==> src/rtl/spi_shift_pkg.sv <==
package spi_shift_pkg;

  typedef enum logic [1:0] {
    LINK_IDLE = 2'd0,
    LINK_RUN  = 2'd1,
    LINK_HOLD = 2'd2
  } link_state_e;

  typedef struct packed {
    logic sck;
    logic si;
    logic csb;
    logic holdb;
  } pin_bus_t;

  localparam pin_bus_t PIN_RESET = '{sck: 1'b0, si: 1'b0, csb: 1'b1, holdb: 1'b1};

endpackage

==> src/rtl/spi_pin_sync.sv <==
module spi_pin_sync #(
  parameter int              WIDTH   = 4,
  parameter int              STAGES  = 2,
  parameter logic [WIDTH-1:0] RST_VAL = '0
) (
  input  logic             clk_i,
  input  logic             rst_ni,
  input  logic [WIDTH-1:0] d_i,
  output logic [WIDTH-1:0] q_o
);

  logic [STAGES-1:0][WIDTH-1:0] stage_q;

  always_ff @(posedge clk_i or negedge rst_ni) begin
    if (!rst_ni) begin
      stage_q <= {STAGES{RST_VAL}};
    end else begin
      stage_q[0] <= d_i;
      for (int s = 1; s < STAGES; s++) begin
        stage_q[s] <= stage_q[s-1];
      end
    end
  end

  assign q_o = stage_q[STAGES-1];

endmodule

==> src/rtl/spi_link_ctrl.sv <==
module spi_link_ctrl
  import spi_shift_pkg::*;
(
  input  logic clk_i,
  input  logic rst_ni,
  input  logic sck_s_i,
  input  logic csb_s_i,
  input  logic holdb_s_i,
  input  logic at_boundary_i,
  output logic rise_o,
  output logic fall_o,
  output logic start_o,
  output logic flush_o,
  output logic run_o,
  output logic hold_o,
  output logic cs_end_o,
  output logic cs_aligned_o,
  output logic cs_abort_o
);

  link_state_e state_q, state_d;
  logic        sck_q;

  always_comb begin
    state_d = state_q;
    unique case (state_q)
      LINK_IDLE: if (!csb_s_i) state_d = LINK_RUN;
      LINK_RUN: begin
        if (csb_s_i)                     state_d = LINK_IDLE;
        else if (!holdb_s_i && !sck_s_i) state_d = LINK_HOLD;
      end
      LINK_HOLD: begin
        if (csb_s_i)                    state_d = LINK_IDLE;
        else if (holdb_s_i && !sck_s_i) state_d = LINK_RUN;
      end
      default: state_d = LINK_IDLE;
    endcase
  end

  always_ff @(posedge clk_i or negedge rst_ni) begin
    if (!rst_ni) begin
      state_q      <= LINK_IDLE;
      sck_q        <= 1'b0;
      cs_end_o     <= 1'b0;
      cs_aligned_o <= 1'b0;
      cs_abort_o   <= 1'b0;
    end else begin
      state_q      <= state_d;
      sck_q        <= sck_s_i;
      cs_end_o     <= (state_q != LINK_IDLE) && csb_s_i;
      cs_aligned_o <= (state_q == LINK_RUN) && csb_s_i && at_boundary_i;
      cs_abort_o   <= (state_q == LINK_HOLD) && csb_s_i;
    end
  end

  // clock edges count only while running; sck_q tracks even when paused
  assign rise_o  = (state_q == LINK_RUN) && !csb_s_i && sck_s_i && !sck_q;
  assign fall_o  = (state_q == LINK_RUN) && !csb_s_i && !sck_s_i && sck_q;
  assign start_o = (state_q == LINK_IDLE) && !csb_s_i;
  assign flush_o = (state_q == LINK_IDLE);
  assign run_o   = (state_q == LINK_RUN);
  assign hold_o  = (state_q == LINK_HOLD);


  hold_enter_chk: assert property (@(posedge clk_i) disable iff (!rst_ni)
    (hold_o && $past(run_o)) |-> $past(!sck_s_i && !holdb_s_i));


  hold_leave_chk: assert property (@(posedge clk_i) disable iff (!rst_ni)
    (run_o && $past(hold_o)) |-> $past(!sck_s_i && holdb_s_i));


  desel_idle_chk: assert property (@(posedge clk_i) disable iff (!rst_ni)
    (csb_s_i && $past(csb_s_i)) |-> (!run_o && !hold_o));


  abort_flag_chk: assert property (@(posedge clk_i) disable iff (!rst_ni)
    cs_abort_o |-> (cs_end_o && !cs_aligned_o));

endmodule

==> src/rtl/spi_rx_shift.sv <==
module spi_rx_shift #(
  parameter int DATA_W = 8,
  localparam int CNT_W = $clog2(DATA_W)
) (
  input  logic              clk_i,
  input  logic              rst_ni,
  input  logic              flush_i,
  input  logic              rise_i,
  input  logic              hold_i,
  input  logic              sd_i,
  output logic [CNT_W-1:0]  bit_cnt_o,
  output logic [DATA_W-1:0] byte_o,
  output logic              valid_o,
  output logic              byte_seen_o
);

  localparam logic [CNT_W-1:0] LAST_BIT = CNT_W'(DATA_W - 1);

  logic [DATA_W-1:0] shreg_q;
  logic [DATA_W-1:0] shreg_nxt;

  assign shreg_nxt = {shreg_q[DATA_W-2:0], sd_i};

  always_ff @(posedge clk_i or negedge rst_ni) begin
    if (!rst_ni) begin
      shreg_q     <= '0;
      bit_cnt_o   <= '0;
      byte_o      <= '0;
      valid_o     <= 1'b0;
      byte_seen_o <= 1'b0;
    end else begin
      valid_o <= 1'b0;
      if (flush_i) begin
        shreg_q     <= '0;
        bit_cnt_o   <= '0;
        byte_seen_o <= 1'b0;
      end else if (rise_i) begin
        shreg_q <= shreg_nxt;
        if (bit_cnt_o == LAST_BIT) begin
          bit_cnt_o   <= '0;
          byte_o      <= shreg_nxt;
          valid_o     <= 1'b1;
          byte_seen_o <= 1'b1;
        end else begin
          bit_cnt_o <= bit_cnt_o + CNT_W'(1);
        end
      end
    end
  end


  wrap_on_valid_chk: assert property (@(posedge clk_i) disable iff (!rst_ni)
    valid_o |-> ((bit_cnt_o == '0) && $past(rise_i)));


  hold_freeze_chk: assert property (@(posedge clk_i) disable iff (!rst_ni)
    (hold_i && $past(hold_i)) |-> $stable(bit_cnt_o));

endmodule

==> src/rtl/spi_tx_shift.sv <==
module spi_tx_shift #(
  parameter int DATA_W = 8,
  localparam int CNT_W = $clog2(DATA_W)
) (
  input  logic              clk_i,
  input  logic              rst_ni,
  input  logic              start_i,
  input  logic              fall_i,
  input  logic [CNT_W-1:0]  bit_cnt_i,
  input  logic [DATA_W-1:0] data_i,
  output logic              sd_o,
  output logic              load_o
);

  logic [DATA_W-1:0] shreg_q;
  logic              load;

  // a fall at count 0 is the first drive edge of a new byte
  assign load = start_i || (fall_i && (bit_cnt_i == '0));

  always_ff @(posedge clk_i or negedge rst_ni) begin
    if (!rst_ni) begin
      shreg_q <= '0;
      load_o  <= 1'b0;
    end else begin
      load_o <= load;
      if (load) begin
        shreg_q <= data_i;
      end else if (fall_i) begin
        shreg_q <= {shreg_q[DATA_W-2:0], 1'b0};
      end
    end
  end

  assign sd_o = shreg_q[DATA_W-1];


  so_fall_only_chk: assert property (@(posedge clk_i) disable iff (!rst_ni)
    (!$past(fall_i) && !$past(start_i)) |-> $stable(sd_o));

endmodule

==> src/rtl/spi_hold_shifter.sv <==
module spi_hold_shifter
  import spi_shift_pkg::*;
#(
  parameter int DATA_W      = 8,
  parameter int SYNC_STAGES = 2,
  localparam int CNT_W      = $clog2(DATA_W)
) (
  input  logic              clk_i,
  input  logic              rst_ni,
  input  logic              sck_i,
  input  logic              si_i,
  input  logic              csb_i,
  input  logic              holdb_i,
  output logic              so_o,
  output logic              so_oe_o,
  input  logic [DATA_W-1:0] tx_data_i,
  output logic              tx_load_o,
  output logic [DATA_W-1:0] rx_data_o,
  output logic              rx_valid_o,
  output logic [CNT_W-1:0]  bit_cnt_o,
  output logic              hold_o,
  output logic              cs_end_o,
  output logic              cs_aligned_o,
  output logic              cs_abort_o
);

  pin_bus_t pins_raw, pins_s;
  logic     rise, fall, start, flush, run, byte_seen;

  assign pins_raw = '{sck: sck_i, si: si_i, csb: csb_i, holdb: holdb_i};

  spi_pin_sync #(
    .WIDTH  ($bits(pin_bus_t)),
    .STAGES (SYNC_STAGES),
    .RST_VAL(PIN_RESET)
  ) i_sync (
    .clk_i (clk_i),
    .rst_ni(rst_ni),
    .d_i   (pins_raw),
    .q_o   (pins_s)
  );

  spi_link_ctrl i_ctrl (
    .clk_i        (clk_i),
    .rst_ni       (rst_ni),
    .sck_s_i      (pins_s.sck),
    .csb_s_i      (pins_s.csb),
    .holdb_s_i    (pins_s.holdb),
    .at_boundary_i(byte_seen && (bit_cnt_o == '0)),
    .rise_o       (rise),
    .fall_o       (fall),
    .start_o      (start),
    .flush_o      (flush),
    .run_o        (run),
    .hold_o       (hold_o),
    .cs_end_o     (cs_end_o),
    .cs_aligned_o (cs_aligned_o),
    .cs_abort_o   (cs_abort_o)
  );

  spi_rx_shift #(.DATA_W(DATA_W)) i_rx (
    .clk_i      (clk_i),
    .rst_ni     (rst_ni),
    .flush_i    (flush),
    .rise_i     (rise),
    .hold_i     (hold_o),
    .sd_i       (pins_s.si),
    .bit_cnt_o  (bit_cnt_o),
    .byte_o     (rx_data_o),
    .valid_o    (rx_valid_o),
    .byte_seen_o(byte_seen)
  );

  spi_tx_shift #(.DATA_W(DATA_W)) i_tx (
    .clk_i    (clk_i),
    .rst_ni   (rst_ni),
    .start_i  (start),
    .fall_i   (fall),
    .bit_cnt_i(bit_cnt_o),
    .data_i   (tx_data_i),
    .sd_o     (so_o),
    .load_o   (tx_load_o)
  );

  assign so_oe_o = run;


  aligned_in_event_chk: assert property (@(posedge clk_i) disable iff (!rst_ni)
    cs_aligned_o |-> cs_end_o);

endmodule

==> config.mk <==
export PLATFORM = sky130hd
export DESIGN_NAME = spi_hold_shifter
export DESIGN_NICKNAME = d
export VERILOG_FILES = /design/src/rtl/spi_shift_pkg.sv /design/src/rtl/spi_pin_sync.sv /design/src/rtl/spi_link_ctrl.sv /design/src/rtl/spi_rx_shift.sv /design/src/rtl/spi_tx_shift.sv /design/src/rtl/spi_hold_shifter.sv
export SDC_FILE = /design/constraint.sdc
export NUM_CORES = 1
export LEC_CHECK = 0
export ABC_AREA = 1
export BUFFER_PORTS_ARGS = -buffer_cell sky130_fd_sc_hd__buf_2
export CORE_MARGIN = 2
export CORE_UTILIZATION = 30
export DETAILED_ROUTE_END_ITERATION = 8
export SYNTH_ARGS = -nofsm -noshare
export SYNTH_HDL_FRONTEND = slang
export SYNTH_SLANG_ARGS = --single-unit
==> constraint.sdc <==
create_clock -name clk_i -period 3.4 [get_ports clk_i]
set_clock_uncertainty 0.2 [all_clocks]
set_input_delay 0.17 -clock clk_i [delete_from_list [all_inputs] [get_ports clk_i]]
set_output_delay 0.17 -clock clk_i [all_outputs]
set_load 0.005 [all_outputs]
* Yosys cells after proc, flatten, opt, wreduce, memory -nomap -nowiden
Index checks and enable logic that the tools add are counted.
Widths: inputs -> output; s select.
** Operators by class
- Add/subtract/negate cells :: 1
- Equality and inequality tests :: 6
- Mux-type cells :: 19
- Bitwise operators :: 1
- Reduce and logical (&&, ||, !) cells :: 28
** Operators with widths (count)
- $mux 8 :: 2
- $logic_and 1x1->1 :: 14
- $mux 7 :: 2
- $mux 2 :: 5
- $mux 3 :: 3
- $reduce_bool 2->1 :: 4
- $mux 1 :: 6
- $ne 3x1->1 const B :: 2
- $pmux 2 s3 :: 1
- $reduce_and 3->1 :: 2
- $logic_not 1->1 :: 4
- $add 3x1->3 const B :: 1
- $eq 3x3->1 const B :: 1
- $logic_not 3->1 :: 1
- $eq 2x1->1 const B :: 1
- $eq 2x2->1 const B :: 1
- $logic_not 2->1 :: 1
- $ne 2x2->1 const B :: 1
- $reduce_and 2->1 :: 1
- $logic_or 1x1->1 :: 1
- $not 1->1 :: 1
** Word-level totals
- Register bits after elaboration :: 43
- Output and inout bits :: 19
- Word-level logic and storage cells :: 69

* Depth between registers and ports, before layout
- Word-level depth :: 7
- Depth in mapped cells :: 8

* Hierarchy
Synthesis repeated with hierarchy kept, for this count alone.
** Second synthesis, totals
- Cell total of the unflattened synthesis :: 197
- Area total of the unflattened synthesis :: 1869.3 um^2
** By module, submodules not included
- spi_rx_shift :: instances 1, cells each 87, area each 822.0 um^2, seq. area each 500.5 um^2
- spi_tx_shift :: instances 1, cells each 59, area each 503.0 um^2, seq. area each 225.2 um^2
- spi_link_ctrl :: instances 1, cells each 33, area each 286.5 um^2, seq. area each 150.1 um^2
- spi_pin_sync :: instances 1, cells each 12, area each 235.2 um^2, seq. area each 205.2 um^2
- spi_hold_shifter :: instances 1, cells each 6, area each 22.5 um^2, seq. area each 0.0 um^2

* Worst setup path before layout
OpenSTA, ideal clock, no wires.
- Path type :: register -> register
- Start point :: register i_rx.bit_cnt_o[0]
- End point :: register i_rx.byte_seen_o
- Library setup time :: 123 ps
- Arrival time :: 1131 ps
- Required time :: 3077 ps
- Setup slack :: 1945 ps
- Cell stages (with the launch flop) :: 6
- Buffers on the path :: 1
- Path through :: dfrtp_1 > ha_1 > ha_1 > nand3_4 > buf_6 > o21ai_1
** On the way
- Word-level cells in the longest chain between the ends :: 3
** RTL lines
- start: declaration :: line spi_rx_shift.sv:11 : output logic [CNT_W-1:0] bit_cnt_o,
- start signal: assignment :: line spi_rx_shift.sv:45 : bit_cnt_o <= bit_cnt_o + CNT_W'(1);
- $eq 3x3->1 :: line spi_rx_shift.sv:39 : if (bit_cnt_o == LAST_BIT) begin
- $reduce_bool 2->1 (no line)
- $reduce_and 2->1 (no line)
- end signal: assignment :: line spi_rx_shift.sv:30 : byte_seen_o <= 1'b0;
- end signal: assignment :: line spi_rx_shift.sv:36 : byte_seen_o <= 1'b0;
- end signal: assignment :: line spi_rx_shift.sv:43 : byte_seen_o <= 1'b1;
- end: declaration :: line spi_rx_shift.sv:14 : output logic byte_seen_o
Every way passes these cells.
A chain may end at the register's enable or synchronous reset.

* Worst setup path after layout
- Start point :: register i_sync.stage_q, in the netlist i_sync.q_o[1]
- End point :: register i_tx.shreg_q[7]
** On the way
- Word-level cells in the longest chain between the ends :: 7
- Elaborated cells between the ends (all ways) :: 9
- Those cells by class :: mux: 1; reduce/logical: 8
** RTL lines
- start: declaration :: line spi_pin_sync.sv:12 : logic [STAGES-1:0][WIDTH-1:0] stage_q;
- start signal: assignment :: line spi_pin_sync.sv:16 : stage_q <= {STAGES{RST_VAL}};
- start signal: indexed assignment :: line spi_pin_sync.sv:20 : stage_q[s] <= stage_q[s-1];
- $logic_not 1->1 (*) :: line spi_link_ctrl.sv:58, spi_link_ctrl.sv:59
- $logic_and 1x1->1 (3 in series) :: line spi_link_ctrl.sv:58 : assign fall_o = (state_q == LINK_RUN) && !csb_s_i && !sck_s_i && sck_q;
- $logic_and 1x1->1 :: line spi_tx_shift.sv:19 : assign load = start_i || (fall_i && (bit_cnt_i == '0));
- $logic_or 1x1->1 :: line spi_tx_shift.sv:19
- $mux 8 or $reduce_bool 2->1 (tied branches)
- end signal: assignment :: line spi_tx_shift.sv:28 : shreg_q <= data_i;
- end signal: assignment :: line spi_tx_shift.sv:30 : shreg_q <= {shreg_q[DATA_W-2:0], 1'b0};
- end: declaration :: line spi_tx_shift.sv:15 : logic [DATA_W-1:0] shreg_q;
Mark *: on every way between the ends. The rest lies on a longest branch, timed or not.

==> qor.log <==
INFO  synth          ff_latch_count_synth=43
INFO  floorplanning  fp.dieArea=6650um2
INFO  synth          ys.flop_type=sky130_fd_sc_hd__dfrtp_1
INFO  clock_network  cts_buffers=5
INFO  clock_network  clk_root_buffer_cell=sky130_fd_sc_hd__clkbuf_8
INFO  power_and_ir_drop net-switching-power=0.444mW
INFO  synth          syn_avg_cell_area=10.1um2
INFO  grt            first_global_vias=1,240
INFO  grt            grtUsageTotal=11.7%
INFO  floorplanning  row_count=28
INFO  floorplanning  die-height=81.5um
INFO  detailed_routing drt_iter0_drc=85
INFO  worst_setup_path worstSetupPathType=reg -> reg
INFO  worst_setup_path timing.critical_path.from_type=register
INFO  clock_network  postCtsSetupRepairBufs=0
INFO  sta            grt_setup_unrepaired=false
INFO  status         status=complete, no violations
INFO  sta            finalSetupTns=0ps
INFO  clock_network  cts_resized=0
INFO  detailed_routing dr_vias=1,298
INFO  run            number_of_max_cap_violations=0
INFO  placed_design  place.gp.congestion=0.819
INFO  detailed_routing routed_via_density=4.27
INFO  detailed_routing post_drt_wl_per_cell=10.9um
INFO  detailed_routing route.final.wire_length=3.30mm
INFO  worst_setup_path timing.critical_path.fanout_max=13
INFO  synth          postSynthNetCount=195
INFO  placed_design  preCtsSetupSlack=1750ps
INFO  clock_network  clockBufferDepth=2
INFO  power_and_ir_drop leakage_power_total=1.15nW
INFO  synth          ys_types=24
INFO  synth          netlist_top_cells_area=sky130_fd_sc_hd__dfrtp_1 (54%), sky130_fd_sc_hd__nand2_1 (7.3%), sky130_fd_sc_hd__dfstp_2 (5.8%), sky130_fd_sc_hd__nand3_1 (5.8%), sky130_fd_sc_hd__inv_1 (5.2%)
INFO  cells_and_area drive_gt1_share=28.8%
INFO  worst_setup_path setup.worst_path.start=i_sync.q_o[1]
INFO  worst_setup_path worstRegToRegCells=7
INFO  grt            largest_net_degree_at_the_start_of_global_routing=44
INFO  worst_setup_path crit_required=3390ps
INFO  synth          synth_top_area_cell=sky130_fd_sc_hd__dfrtp_1
INFO  power_and_ir_drop clock_network_power_share=25.3%
INFO  floorplanning  die_width=81.5um
INFO  cells_and_area most-common-layout-cells=sky130_fd_sc_hd__dfrtp_1 (39), sky130_fd_sc_hd__nand2_1 (35), sky130_fd_sc_hd__buf_2 (32), sky130_fd_sc_hd__inv_1 (25), sky130_fd_sc_hd__nand3_1 (21)
INFO  worst_setup_path worst-endpoint-arrival=1660ps
INFO  sta            minimum_clock_period_after_layout=1680ps
INFO  placed_design  estimated_wirelength_of_the_detail_placed_design=2.19mm
INFO  synth          netlist_instances=178
INFO  floorplanning  initial_utilization=30.8%
INFO  floorplanning  ios=33
INFO  grt            antenna_found_initial=0
INFO  worst_setup_path max_stage_delay=560ps
INFO  worst_setup_path reg2reg_to=i_tx.shreg_q[7]
INFO  synth          synth_top_cell_area_share=54.1%
INFO  worst_setup_path cells_along_the_critical_path=inv_2, nand2_2, nand2_2, nand2_1, nand3_1, nand2_1, inv_1
INFO  worst_setup_path rr_startpoint=i_sync.q_o[1]
INFO  synth          ys_async_sr_fraction=100%
INFO  cells_and_area layout_commonest_cell=sky130_fd_sc_hd__dfrtp_1
INFO  worst_setup_path critPathSlowestCell=sky130_fd_sc_hd__dfstp_2
INFO  sta            fin_ws=1720ps
INFO  floorplanning  core_region_area=5850um2
INFO  power_and_ir_drop switching_share=32.7%
INFO  synth          number_of_enable_flip_flop_cells_after_synthesis=0
INFO  synth          yosysSeqAreaShare=60.0%
INFO  worst_setup_path r2r_slack=1720ps
INFO  detailed_routing final_antenna_net_count=0
INFO  power_and_ir_drop seq_power_share=46.8%
INFO  sta            worst-slew-pin-transition=929ps
INFO  cells_and_area antenna_cells=0
INFO  placed_design  place.port_buffers=32
INFO  sta            max_clock_freq=597MHz
INFO  synth          synth_area=1800um2
INFO  sta            setup_viol=0
INFO  power_and_ir_drop internal_power=0.913mW
INFO  grt            wire_length_of_the_first_global_routing_pass=5.75mm
INFO  power_and_ir_drop vdd_drop_max=0.202mV
INFO  worst_setup_path setup.worst_path.end_class=register
INFO  cells_and_area footprint_of_the_multi_input_gates=591um2
INFO  sta            period_utilization=49.3%
INFO  detailed_routing drc_violations=0
INFO  worst_setup_path cp-endpoint=i_tx.shreg_q[7]
INFO  clock_network  tritoncts=built
INFO  clock_network  cts.reportedPaths.clkPinSlew=70ps
INFO  min_path       hold_class=reg -> reg
INFO  cells_and_area nets=245
INFO  power_and_ir_drop power_density=599nW/um2
INFO  sta            final-max-slew-violation-count=0
INFO  clock_network  cts_sinks=43
INFO  grt            grt-ovfl-total=0
INFO  synth          synthesis.yosys.warnings=0
INFO  detailed_routing dr.pass1.iters=4
INFO  clock_network  htree_num_levels=2
INFO  power_and_ir_drop power_frac_comb=27.9%
INFO  cells_and_area layout.area.seq=1080um2
INFO  clock_network  worstSkewPairLatency=290ps
INFO  cells_and_area synthToLayoutAreaGrowth=25.6%
INFO  sta            report.final.hold_viol_count=0
INFO  sta            hold-worst-slack=151ps
INFO  cells_and_area num-fill-cells=593
INFO  sta            slew_limit_headroom=38.1%
INFO  clock_network  holdBufCountCts=13
==> layer usage <==
layer  share of wire, %  GRT usage (%)  vias up
li1                   -              -      670
met1                 47           15.5      587
met2                 44           16.4       31
met3                5.0           3.19       10
met4                4.4           8.14        0
met5                  0              0        -
==> cell families (layout without fill, tap and decap cells) <==
group,count (synthesis),after routing,share of synthesized area (%)
adder cells (fa/ha/maj),3,3,2.08
AND/OR/NAND/NOR,78,78,22.6
buffers and inverters,31,82,7.29
AO/OA/AOI/OAI,23,23,8.12
flip-flops,43,43,60.0
==> synth_stat cells, types with 3 or more instances <==
cell type and instances:
sky130_fd_sc_hd__dfrtp_1 39, sky130_fd_sc_hd__dfstp_2 4, sky130_fd_sc_hd__ha_1 3, sky130_fd_sc_hd__inv_1 25, sky130_fd_sc_hd__inv_2 4, sky130_fd_sc_hd__nand2_1 35
sky130_fd_sc_hd__nand2_2 4, sky130_fd_sc_hd__nand3_1 21, sky130_fd_sc_hd__nor2_1 4, sky130_fd_sc_hd__o21ai_0 4, sky130_fd_sc_hd__o21ai_1 6, sky130_fd_sc_hd__o21ai_2 6
sky130_fd_sc_hd__o22ai_1 5
==> final cells by class <==
| type | count | area share (%) |
|---|---|---|
| timing repair buffer | 45 | 12.8 |
| inverter | 29 | 4.81 |
| clock buffer | 8 | 4.42 |
| sequential | 43 | 47.7 |
| tap | 75 | 4.14 |
| multi-input combinational | 104 | 26.1 |
==> flip-flops by register name, indices dropped and copies added (netlist names) <==
| register | cells |
|---|---|
| i_ctrl.cs_abort_o | 1 |
| i_ctrl.cs_aligned_o | 1 |
| i_ctrl.cs_end_o | 1 |
| i_ctrl.sck_q | 1 |
| i_ctrl.state_q | 2 |
| i_rx.bit_cnt_o | 3 |
| i_rx.byte_o | 8 |
| i_rx.byte_seen_o | 1 |
| i_rx.shreg_q | 7 |
| i_rx.valid_o | 1 |
| i_sync.q_o | 4 |
| i_sync.stage_q | 4 |
| i_tx.load_o | 1 |
| i_tx.shreg_q | 8 |
==> metrics by stage <==
stage	instance area (um2)	total power [mW]	utilization, %	cells
finish	2260	1.36	38.7	304
global route	2260	1.48	38.7	304
CTS	2260	1.38	38.7	304
detailed placement	2030	1.02	34.8	283
global placement	2030	1.01	34.8	283
floorplan	1800	0.914	-	178
==> worst max-delay path, delay by kind of cell (launching register included) <==
family / cells / cell delay, ps
buffers and inverters: 2 / 130
flip-flops: 1 / 560
AND/OR/NAND/NOR: 5 / 690
==> worst min-delay path by stage <==
stage,from,end,slack [ps],cells after the start
after floorplan,rst_ni,i_ctrl.cs_abort_o,-330,0
final,i_sync.stage_q[2],i_sync.q_o[2],150,0
after CTS,i_sync.stage_q[2],i_sync.q_o[2],150,0
after global placement,holdb_i,i_sync.stage_q[0],80,1
after detailed placement,holdb_i,i_sync.stage_q[0],80,1
after global routing,i_sync.stage_q[3],i_sync.q_o[3],160,0
==> power by group through the flow <==
stage / clock network (mW) / registers [mW] / logic, mW
after floorplan: 0 / 0.637 / 0.277
after global placement: 0 / 0.645 / 0.370
after detailed placement: 0 / 0.644 / 0.373
after CTS: 0.363 / 0.635 / 0.383
after global routing: 0.383 / 0.646 / 0.447
final: 0.343 / 0.636 / 0.378
(Power assumes the default switching activity.)
